File: src/rtl/dma_pkg.sv
package dma_pkg;

    // transfer kind, encoded as {zero, to_mem}
    typedef enum logic [1:0] {
        KIND_COPY_TO_REG = 2'b00,
        KIND_COPY_TO_MEM = 2'b01,
        KIND_ZERO_REG    = 2'b10,
        KIND_ZERO_MEM    = 2'b11
    } xfer_kind_e;

    function automatic xfer_kind_e kind_of(input logic zero, input logic to_mem);
        return xfer_kind_e'({zero, to_mem});
    endfunction

    function automatic logic kind_uses_mem(input xfer_kind_e k);
        return k != KIND_ZERO_REG;
    endfunction

    function automatic logic kind_is_copy(input xfer_kind_e k);
        return (k == KIND_COPY_TO_REG) || (k == KIND_COPY_TO_MEM);
    endfunction

endpackage

File: src/rtl/dma_addr_gen.sv
module dma_addr_gen
    import dma_pkg::*;
#(
    parameter int MEM_AW = 18,
    parameter int HI_W   = 8,
    parameter int LO_W   = 14,
    parameter int REG_AW = 15,
    parameter int LEN_W  = 15
) (
    input  logic [HI_W-1:0]   base_hi,
    input  logic [LO_W-1:0]   base_lo,
    input  logic [REG_AW-3:0] base_reg,
    input  logic [LEN_W-1:0]  words_req,
    input  xfer_kind_e        kind,
    output logic [MEM_AW-1:0] mem_start,
    output logic [REG_AW-1:0] reg_start,
    output logic [LEN_W-1:0]  words_eff
);
    localparam int FULL_W = HI_W + 16;
    localparam int CW     = (LEN_W > MEM_AW + 1) ? LEN_W : MEM_AW + 1;

    logic [FULL_W-1:0] joined;
    logic [MEM_AW:0]   room_bytes;
    logic [MEM_AW:0]   room_words;
    logic              clamp_hit;

    always_comb begin
        joined     = {base_hi, 16'h0000} | FULL_W'({base_lo, 2'b00});
        mem_start  = MEM_AW'(joined);
        reg_start  = {base_reg, 2'b00};
        room_bytes = {1'b1, {MEM_AW{1'b0}}} - {1'b0, mem_start};
        room_words = room_bytes >> 2;
        clamp_hit  = kind_uses_mem(kind) && (CW'(words_req) > CW'(room_words));
        words_eff  = clamp_hit ? LEN_W'(room_words) : words_req;
    end

endmodule

File: src/rtl/dma_ctrl.sv
module dma_ctrl
    import dma_pkg::*;
#(
    parameter int MEM_AW = 18,
    parameter int REG_AW = 15,
    parameter int LEN_W  = 15
) (
    input  logic              clk,
    input  logic              rst_n,
    input  logic              start,
    input  xfer_kind_e        kind_in,
    input  logic [LEN_W-1:0]  words_in,
    input  logic [MEM_AW-1:0] mem_start,
    input  logic [REG_AW-1:0] reg_start,
    input  logic              gnt,
    output logic              busy,
    output logic              exec_o,
    output logic              done,
    output logic              issue,
    output logic              pend,
    output xfer_kind_e        kind,
    output logic [MEM_AW-1:0] maddr,
    output logic [REG_AW-1:0] raddr,
    output logic [MEM_AW-1:0] maddr_prev,
    output logic [REG_AW-1:0] raddr_prev
);
    typedef struct packed {
        logic              run;
        logic              exec;
        logic              done;
        logic              pend;
        xfer_kind_e        kind;
        logic [LEN_W-1:0]  left;
        logic [MEM_AW-1:0] maddr;
        logic [REG_AW-1:0] raddr;
        logic [MEM_AW-1:0] maddr_prev;
        logic [REG_AW-1:0] raddr_prev;
    } state_t;

    state_t st_q, st_d;
    logic   issue_c;

    always_comb begin
        st_d      = st_q;
        st_d.done = 1'b0;
        issue_c   = st_q.run && gnt && (st_q.left != '0);
        if (!st_q.run) begin
            if (start) begin
                st_d.run   = 1'b1;
                st_d.exec  = 1'b1;
                st_d.pend  = 1'b0;
                st_d.kind  = kind_in;
                st_d.left  = words_in;
                st_d.maddr = mem_start;
                st_d.raddr = reg_start;
            end
        end else begin
            st_d.pend = issue_c && kind_is_copy(st_q.kind);
            if (issue_c) begin
                st_d.left       = st_q.left - LEN_W'(1);
                st_d.maddr      = st_q.maddr + MEM_AW'(4);
                st_d.raddr      = st_q.raddr + REG_AW'(4);
                st_d.maddr_prev = st_q.maddr;
                st_d.raddr_prev = st_q.raddr;
            end
            if (st_q.left == '0) begin
                st_d.run  = 1'b0;
                st_d.exec = 1'b0;
                st_d.done = 1'b1;
                st_d.pend = 1'b0;
            end
        end
    end

    always_ff @(posedge clk) begin
        if (!rst_n) begin
            st_q <= '0;
        end else begin
            st_q <= st_d;
        end
    end

    assign busy       = st_q.run;
    assign exec_o     = st_q.exec;
    assign done       = st_q.done;
    assign issue      = issue_c;
    assign pend       = st_q.pend;
    assign kind       = st_q.kind;
    assign maddr      = st_q.maddr;
    assign raddr      = st_q.raddr;
    assign maddr_prev = st_q.maddr_prev;
    assign raddr_prev = st_q.raddr_prev;

endmodule

File: src/rtl/dma_port_mux.sv
module dma_port_mux
    import dma_pkg::*;
#(
    parameter int DW     = 32,
    parameter int MEM_AW = 18,
    parameter int REG_AW = 15
) (
    input  xfer_kind_e        kind,
    input  logic              issue,
    input  logic              pend,
    input  logic [MEM_AW-1:0] maddr,
    input  logic [REG_AW-1:0] raddr,
    input  logic [MEM_AW-1:0] maddr_prev,
    input  logic [REG_AW-1:0] raddr_prev,
    input  logic [DW-1:0]     mem_rdata,
    input  logic [DW-1:0]     reg_rdata,
    output logic [MEM_AW-1:0] mem_addr,
    output logic              mem_rd,
    output logic              mem_wr,
    output logic [DW-1:0]     mem_wdata,
    output logic [REG_AW-1:0] reg_addr,
    output logic              reg_rd,
    output logic              reg_wr,
    output logic [DW-1:0]     reg_wdata
);
    always_comb begin
        mem_addr  = maddr;
        reg_addr  = raddr;
        mem_rd    = 1'b0;
        mem_wr    = 1'b0;
        reg_rd    = 1'b0;
        reg_wr    = 1'b0;
        mem_wdata = '0;
        reg_wdata = '0;
        unique case (kind)
            KIND_ZERO_MEM: mem_wr = issue;
            KIND_ZERO_REG: reg_wr = issue;
            KIND_COPY_TO_MEM: begin
                reg_rd    = issue;
                mem_wr    = pend;
                mem_addr  = maddr_prev;
                mem_wdata = reg_rdata;
            end
            KIND_COPY_TO_REG: begin
                mem_rd    = issue;
                reg_wr    = pend;
                reg_addr  = raddr_prev;
                reg_wdata = mem_rdata;
            end
            default: ;
        endcase
    end

endmodule

File: src/rtl/wave_reg_dma.sv
module wave_reg_dma
    import dma_pkg::*;
#(
    parameter int DW     = 32,
    parameter int MEM_AW = 18,
    parameter int HI_W   = 8,
    parameter int LO_W   = 14,
    parameter int REG_AW = 15,
    parameter int LEN_W  = 15
) (
    input  logic              clk,
    input  logic              rst_n,
    input  logic              ctl_wr,
    input  logic              ctl_exec,
    input  logic              ctl_zero,
    input  logic              ctl_to_mem,
    input  logic [LEN_W-1:0]  ctl_words,
    input  logic [HI_W-1:0]   mem_base_hi,
    input  logic [LO_W-1:0]   mem_base_lo,
    input  logic [REG_AW-3:0] reg_base,
    input  logic              xfer_gnt,
    output logic [MEM_AW-1:0] mem_addr,
    output logic              mem_rd,
    output logic              mem_wr,
    output logic [DW-1:0]     mem_wdata,
    input  logic [DW-1:0]     mem_rdata,
    output logic [REG_AW-1:0] reg_addr,
    output logic              reg_rd,
    output logic              reg_wr,
    output logic [DW-1:0]     reg_wdata,
    input  logic [DW-1:0]     reg_rdata,
    output logic              exec_o,
    output logic              busy,
    output logic              done
);
    xfer_kind_e        req_kind;
    xfer_kind_e        run_kind;
    logic [MEM_AW-1:0] mem_start;
    logic [REG_AW-1:0] reg_start;
    logic [LEN_W-1:0]  words_eff;
    logic              issue;
    logic              pend;
    logic [MEM_AW-1:0] maddr;
    logic [REG_AW-1:0] raddr;
    logic [MEM_AW-1:0] maddr_prev;
    logic [REG_AW-1:0] raddr_prev;
    logic              start;

    assign req_kind = kind_of(ctl_zero, ctl_to_mem);
    assign start    = ctl_wr && ctl_exec;

    dma_addr_gen #(
        .MEM_AW(MEM_AW), .HI_W(HI_W), .LO_W(LO_W), .REG_AW(REG_AW), .LEN_W(LEN_W)
    ) u_addr (
        .base_hi   (mem_base_hi),
        .base_lo   (mem_base_lo),
        .base_reg  (reg_base),
        .words_req (ctl_words),
        .kind      (req_kind),
        .mem_start (mem_start),
        .reg_start (reg_start),
        .words_eff (words_eff)
    );

    dma_ctrl #(
        .MEM_AW(MEM_AW), .REG_AW(REG_AW), .LEN_W(LEN_W)
    ) u_ctrl (
        .clk        (clk),
        .rst_n      (rst_n),
        .start      (start),
        .kind_in    (req_kind),
        .words_in   (words_eff),
        .mem_start  (mem_start),
        .reg_start  (reg_start),
        .gnt        (xfer_gnt),
        .busy       (busy),
        .exec_o     (exec_o),
        .done       (done),
        .issue      (issue),
        .pend       (pend),
        .kind       (run_kind),
        .maddr      (maddr),
        .raddr      (raddr),
        .maddr_prev (maddr_prev),
        .raddr_prev (raddr_prev)
    );

    dma_port_mux #(
        .DW(DW), .MEM_AW(MEM_AW), .REG_AW(REG_AW)
    ) u_mux (
        .kind       (run_kind),
        .issue      (issue),
        .pend       (pend),
        .maddr      (maddr),
        .raddr      (raddr),
        .maddr_prev (maddr_prev),
        .raddr_prev (raddr_prev),
        .mem_rdata  (mem_rdata),
        .reg_rdata  (reg_rdata),
        .mem_addr   (mem_addr),
        .mem_rd     (mem_rd),
        .mem_wr     (mem_wr),
        .mem_wdata  (mem_wdata),
        .reg_addr   (reg_addr),
        .reg_rd     (reg_rd),
        .reg_wr     (reg_wr),
        .reg_wdata  (reg_wdata)
    );

endmodule

File: config.mk
export PLATFORM = sky130hd
export DESIGN_NAME = wave_reg_dma
export DESIGN_NICKNAME = d
export VERILOG_FILES = /design/src/rtl/dma_pkg.sv /design/src/rtl/dma_addr_gen.sv /design/src/rtl/dma_ctrl.sv /design/src/rtl/dma_port_mux.sv /design/src/rtl/wave_reg_dma.sv
export SDC_FILE = /design/constraint.sdc
export NUM_CORES = 1
export LEC_CHECK = 0
export ABC_AREA = 1
export BUFFER_PORTS_ARGS = -buffer_cell sky130_fd_sc_hd__buf_2
export CORE_MARGIN = 1
export CORE_UTILIZATION = 35
export CTS_BUF_LIST = sky130_fd_sc_hd__clkbuf_8
export DETAILED_ROUTE_END_ITERATION = 10
export SYNTH_ARGS = -nofsm -noshare
export SYNTH_HDL_FRONTEND = slang
export SYNTH_SLANG_ARGS = --single-unit
File: constraint.sdc
create_clock -name clk -period 2.5 [get_ports clk]
set_input_delay 0.125 -clock clk [delete_from_list [all_inputs] [get_ports clk]]
set_output_delay 0.125 -clock clk [all_outputs]
set_load 0.02 [all_outputs]
=== After elaboration in Yosys (flattened, before gate mapping) ===
Cells that the tools add are included.

* Add/sub/neg operators: 4
* Muxes and demuxes: 16
* Eq/ne operators: 6
* Bitwise gates (word level): 2
* Reduce and logical (&&, ||, !) cells: 15
* Magnitude comparators: 1

{| class="wikitable"
|+ Operator list
! kind !! number
|-
| 81-bit 2-to-1 mux || 1
|-
| 32-bit 2-to-1 mux || 2
|-
| 51-bit 2-to-1 mux || 1
|-
| 48-bit 2-to-1 mux || 1
|-
| 15-bit 2-to-1 mux || 2
|-
| 19-bit by 18-bit subtractor with 19-bit output (first input constant) || 1
|-
| 18-bit by 3-bit adder with 18-bit output (second input constant) || 1
|-
| 18-bit 2-to-1 mux || 1
|-
| 18-bit by 16-bit OR with 18-bit output || 1
|-
| 15-bit by 17-bit greater-than comparator with 1-bit output || 1
|-
| 15-bit by 3-bit adder with 15-bit output (second input constant) || 1
|-
| 15-bit logical NOT || 1
|-
| 15-bit nonzero test || 1
|-
| 15-bit by 1-bit subtractor with 15-bit output (second input constant) || 1
|-
| 2-bit AND reduction || 5
|-
| 1-bit logical AND || 5
|-
| 2-bit == test (second input constant) || 2
|-
| 2-bit 2-to-1 mux || 2
|-
| 4-bit 2-to-1 mux || 1
|-
| 2-bit inequality test (second input constant) || 2
|-
| 1-bit case mux with 2 select lines || 2
|-
| 1-bit 2-to-1 mux || 3
|-
| 2-bit by 1-bit == test with 1-bit output (second input constant) || 1
|-
| 2-bit logical NOT || 1
|-
| other kinds (4) || 4
|}

* Word-level logic and storage cells: 54
* Input port bits: 121
* Register bits: 87

=== Longest topological paths before layout ===
* Depth after elaboration: 7
* Mapped depth: 21
* Depth with buffers taken out: 20

=== By module ===
From an unflattened synthesis, not the netlist that was laid out.

* Cells, all modules: 1305
* Area, all modules: 7556.0 µm²

{| class="wikitable"
|+ By module, submodules not included
! module !! area each (µm²) !! cells an instance !! instances
|-
| dma_ctrl || 5162.5 || 812 || 1
|-
| dma_addr_gen || 1285.0 || 233 || 1
|-
| dma_port_mux || 1101.1 || 258 || 1
|-
| wave_reg_dma || 7.5 || 2 || 1
|}

=== Worst setup path before layout ===
OpenSTA, ideal clock, no wires.

* Path kind: input to register
* Start: input mem_base_lo[1]
* End: register u_ctrl.st_q[77] (netlist bit)
* Slack: 126 ps
* Data required time: 2358 ps
* Path buffers: 1
* Stages on the path: 18
* Arrival time: 2232 ps
* Cell sequence: inv_1 ha_1 nand3_2 nor2_4 nand4_2 xor2_1 ha_1 nand2_1 nor2_1 nand2_1 nor2_1 nor2_1 nand3_4 nor2_8 buf_4 nand3_1 nand3_1 a21oi_2

* Longest elaborated chain between the ends: 7

{| class="wikitable"
|+ Ends and longest elaborated chain
! element !! RTL line !! RTL
|-
| start: declaration || wave_reg_dma.sv:19 || <nowiki>input logic [LO_W-1:0] mem_base_lo,</nowiki>
|-
| 18-bit by 16-bit OR with 18-bit output (*) || dma_addr_gen.sv:28 || <nowiki>joined = {base_hi, 16'h0000} | FULL_W'({base_lo, 2'b00});</nowiki>
|-
| 19-bit by 18-bit subtractor with 19-bit output (*) || dma_addr_gen.sv:31 || <nowiki>room_bytes = {1'b1, {MEM_AW{1'b0}}} - {1'b0, mem_start};</nowiki>
|-
| 15-bit by 17-bit greater-than comparator with 1-bit output || dma_addr_gen.sv:33 || <nowiki>clamp_hit = kind_uses_mem(kind) && (CW'(words_req) > CW'(room_words));</nowiki>
|-
| 1-bit logical AND || dma_addr_gen.sv:33 ||
|-
| 15-bit 2-to-1 mux (*) || dma_addr_gen.sv:34 || <nowiki>words_eff = clamp_hit ? LEN_W'(room_words) : words_req;</nowiki>
|-
| 51-bit 2-to-1 mux (*) || dma_ctrl.sv:48 || <nowiki>if (start) begin</nowiki>
|-
| 48-bit 2-to-1 mux (*) || dma_ctrl.sv:47 || <nowiki>if (!st_q.run) begin</nowiki>
|-
| end signal: assignment || dma_ctrl.sv:79 || <nowiki>st_q <= st_d;</nowiki>
|-
| end: declaration || dma_ctrl.sv:40 || <nowiki>state_t st_q, st_d;</nowiki>
|}

Mark *: on every way between the ends. The rest lies on a longest branch, timed or not. The select of a mux whose other input is x is not followed.
A chain may end at the register's enable or synchronous reset.

=== Final worst setup path ===
* Start: register u_ctrl.st_q[66] (netlist bit)
* End: output reg_rd

* Longest elaborated chain between the ends: 3

{| class="wikitable"
|+ Ends and longest elaborated chain
! element !! RTL line !! RTL
|-
| 15-bit nonzero test || dma_ctrl.sv:46 || <nowiki>issue_c = st_q.run && gnt && (st_q.left != '0);</nowiki>
|-
| 1-bit logical AND || dma_ctrl.sv:46 ||
|-
| 1-bit 2-to-1 mux || dma_port_mux.sv:35 || <nowiki>unique case (kind)</nowiki>
|-
| end: declaration || wave_reg_dma.sv:28 || <nowiki>output logic reg_rd,</nowiki>
|}

Every way passes these cells.

==> out/metrics.csv <==
stage;metric;value;unit
yosys;synthSimpleGateAreaFrac;30.7;%
drt;viasPerCell;4.70;
yosys;synthCells;928;
sta;finalCriticalPeriod;2290;ps
yosys;synth_compound_area_share;17.3;%
yosys;synth_area_leader_cell;dfxtp_1;
yosys;ys_ff_latch;79;
sta;fin_worst_hold_slack;35.0;ps
drt;dr.first_iter.drc_count;371;
clocking;cts_sinks;79;
yosys;syn_area;0.00574;mm²
final_layout;n_fill_cell;1750;
global_routing;grt_usage;21.6;%
yosys;synth_xor_area_share;4.12;%
global_routing;antenna_found_initial;0;
yosys;synthTopCellsByCount;170 x inv_1, 151 x nand2_1, 143 x nor2_1;
worst_setup_path;slowest_stage;dfxtp_1;
yosys;synthFlopType;dfxtp_1;
worst_setup_path;crit_path_max_fanout;27;
final_layout;seq_area;0.00158;mm²
worst_setup_path;path_cells;inv_1 -> ha_1 -> nand3_2 -> nor2_4 -> nand3_2 -> nand3_4 -> buf_4 -> nor2_1 -> buf_2;
sta;finalClockSkew;11.1;ps
power;irDropWorstVdd;0.000277;V
sta;slew_headroom;62.8;%
die;die_w;130;µm
worst_setup_path;worst_setup_path_start_kind;flip-flop;
die;io_pins;225;
die;start_util;36.0;%
yosys;synthMuxAreaShare;0.588;%
final_layout;multiInputGateArea;0.00330;mm²
die;rows;46;
die;fp.dieH;130;µm
global_routing;grt_max_degree;77;
placement;dp_hpwl;14.4;mm
drt;routedWlPerCell;13.4;µm
yosys;synth_top_family_by_area;simple AND/OR/NAND/NOR gates;
die;coreArea;0.0159;mm²
worst_setup_path;path_class;flip-flop to output pin;
final_layout;area_growth;29.6;%
worst_setup_path;cp-end-kind;output pin;
sta;setup_tns;0;ps
worst_setup_path;cp_common_cell;nand3_2;
drt;vias;6464;
sta;finalCritPeriodShare;91.6;%
placement;gp_congestion;0.851;
yosys;yosys.area_share.adder;4.14;%
global_routing;overflow;0;
clocking;clockBufferDepth;2;
clocking;clk_pin_slew;80;ps
min_path;hp-class;input port to flip-flop;
sta;fmax;437;MHz
final_layout;diodes;0;
power;power.total;3.60;mW
clocking;cts_buffers;9;
drt;drc_errors;0;
power;p_leak;3.95;nW
yosys;yosys.area.top_type_share;27.6;%
worst_setup_path;arrival;2170;ps
outcome;status;finished clean;
clocking;postCtsHoldBufs;0;
worst_setup_path;cp_data_required_time;2380;ps
drt;drt_wl_total;18.5;mm
global_routing;grt_first_pass_wirelength;28.4;mm
yosys;synth-edff-count;0;
clocking;cts_tree;done;
die;die-area;0.0169;mm²
worst_setup_path;r2r_setup_slack;340;ps
final_layout;nets;1294;
worst_setup_path;slowest_delay;320;ps
placement;port_buffers;214;
global_routing;grt_pass1_vias;5788;
yosys;syn_avg_cell_area;6.19;µm²
drt;antenna_left;0;
clocking;cts_root_buf;clkbuf_8;
sta;tightest_slew;555;ps
yosys;ys_seq_area_share;27.6;%
final_layout;utilization;46.7;%
yosys;synthArstFlopShare;0;%
job;cap_violations;0;
yosys;synth_area_leaders;dfxtp_1 28%, inv_1 11%, nand2_1 9.9%, nor2_1 9.4%, o21ai_0 5.4%;
yosys;yosysWarnings;0;
final_layout;drive_gt1_share;27.8;%
sta;finalSetupViolCount;0;
clocking;clk_latency;350;ps
yosys;synth_most_common_cell;inv_1;
sta;finalHoldViolCount;0;
drt;first_pass_iters;5;
yosys;synth_cell_types;44;
power;powerDensity;484;mW/mm²
sta;slew_viol_final;0;
clocking;htreeDepth;3;
sta;rsz0062_at_grt;false;
## metal layers
layer | vias to the layer above | wire length (µm) | GRT usage (%) | share of wire [%]
li1 | 3369 | - | - | -
met2 | 187 | 9670 | 41.6 | 52
met5 | - | 0 | 0 | 0
met3 | 15 | 943 | 3.32 | 5.1
met1 | 2893 | 7640 | 24.4 | 41
met4 | 0 | 212 | 5.68 | 1.1
## layout make-up
| class | count | share of cell area (%) |
|---|---|---|
| flip-flops and latches | 79 | 21.3 |
| well taps | 216 | 3.63 |
| inverters | 181 | 9.13 |
| repair buffers | 256 | 19.1 |
| clock inverters | 4 | 0.286 |
| multi-input cells | 627 | 44.3 |
| clock buffers | 12 | 2.22 |
## critical path, delay by kind of cell (launching register included)
kind / cells / cell delay [ps]
simple gates: 5 / 670
buf+inv: 3 / 590
flops: 1 / 320
fa+ha+maj: 1 / 210
## cells in the final DEF, fill, tap and decap left out, types with 2 or more instances in the layout
master,count
a211oi_1,2
a21oi_1,61
a21oi_2,10
a31oi_1,13
buf_12,3
buf_2,214
buf_4,39
clkbuf_8,12
conb_1,4
dfxtp_1,79
ha_1,19
inv_1,172
inv_2,10
mux2_2,3
nand2_1,150
nand2_2,3
nand3_1,61
nand3_2,4
nand3_4,2
nand4_1,5
nor2_1,141
nor2_2,5
nor2_4,6
nor3_1,12
nor4_1,2
o211ai_1,5
o21ai_0,62
o21ai_1,6
o221ai_1,2
o22ai_1,10
or2_2,3
xnor2_1,3
xor2_1,23
## flip-flops by register name, indices dropped and copies added, names as in the netlist
| register | count |
|---|---|
| u_ctrl.raddr | 13 |
| u_ctrl.kind | 2 |
| u_ctrl.exec_o | 1 |
| u_ctrl.st_q | 15 |
| u_ctrl.done | 1 |
| u_ctrl.raddr_prev | 13 |
| u_ctrl.maddr | 16 |
| u_ctrl.maddr_prev | 16 |
| u_ctrl.busy | 1 |
| u_ctrl.pend | 1 |
## worst paths after layout
check                  start          endpoint  depth (start not counted)
min               ctl_to_mem    u_ctrl.kind[0]                          3
min reg2reg    u_ctrl.exec_o     u_ctrl.exec_o                          2
max reg2reg  u_ctrl.st_q[66]  u_ctrl.raddr[11]                         13
max          u_ctrl.st_q[66]            reg_rd                          9
## where the power goes
| group | internal (mW) | switching, mW |
|---|---|---|
| registers | 1.35 | 0.0734 |
| clock network | 0.436 | 0.472 |
| logic | 0.458 | 0.812 |
| total | 2.24 | 1.36 |
## per-stage QoR
stage                     worst slack [ps]  cell area, µm²  cells
final                                  210            7440   1375
after global placement                -141            7240   1359
after global routing                  1.23            7440   1375
after floorplan                        126            5750    931
after detailed placement              -178            7240   1359
after CTS                              182            7430   1375
## cell families (layout without fill, tap and decap cells)
group                    Yosys count  count (layout)
AND/OR/NAND/NOR                  399             399
buffers and inverters            225             453
AO/OA/AOI/OAI                    175             175
flip-flops                        79              79
XOR/XNOR                          27              27
adder cells (fa/ha/maj)           19              19
multiplexers                       3               3
other                              1               4
## timing repair
| item | in CTS | in global routing |
|---|---|---|
| hold endpoints to repair | 0 | 0 |
| setup endpoints to repair | 0 | 12 |
| gates resized for setup | 0 | 3 |
| buffers inserted | 0 | 0 |
(Power assumes the default switching activity.)
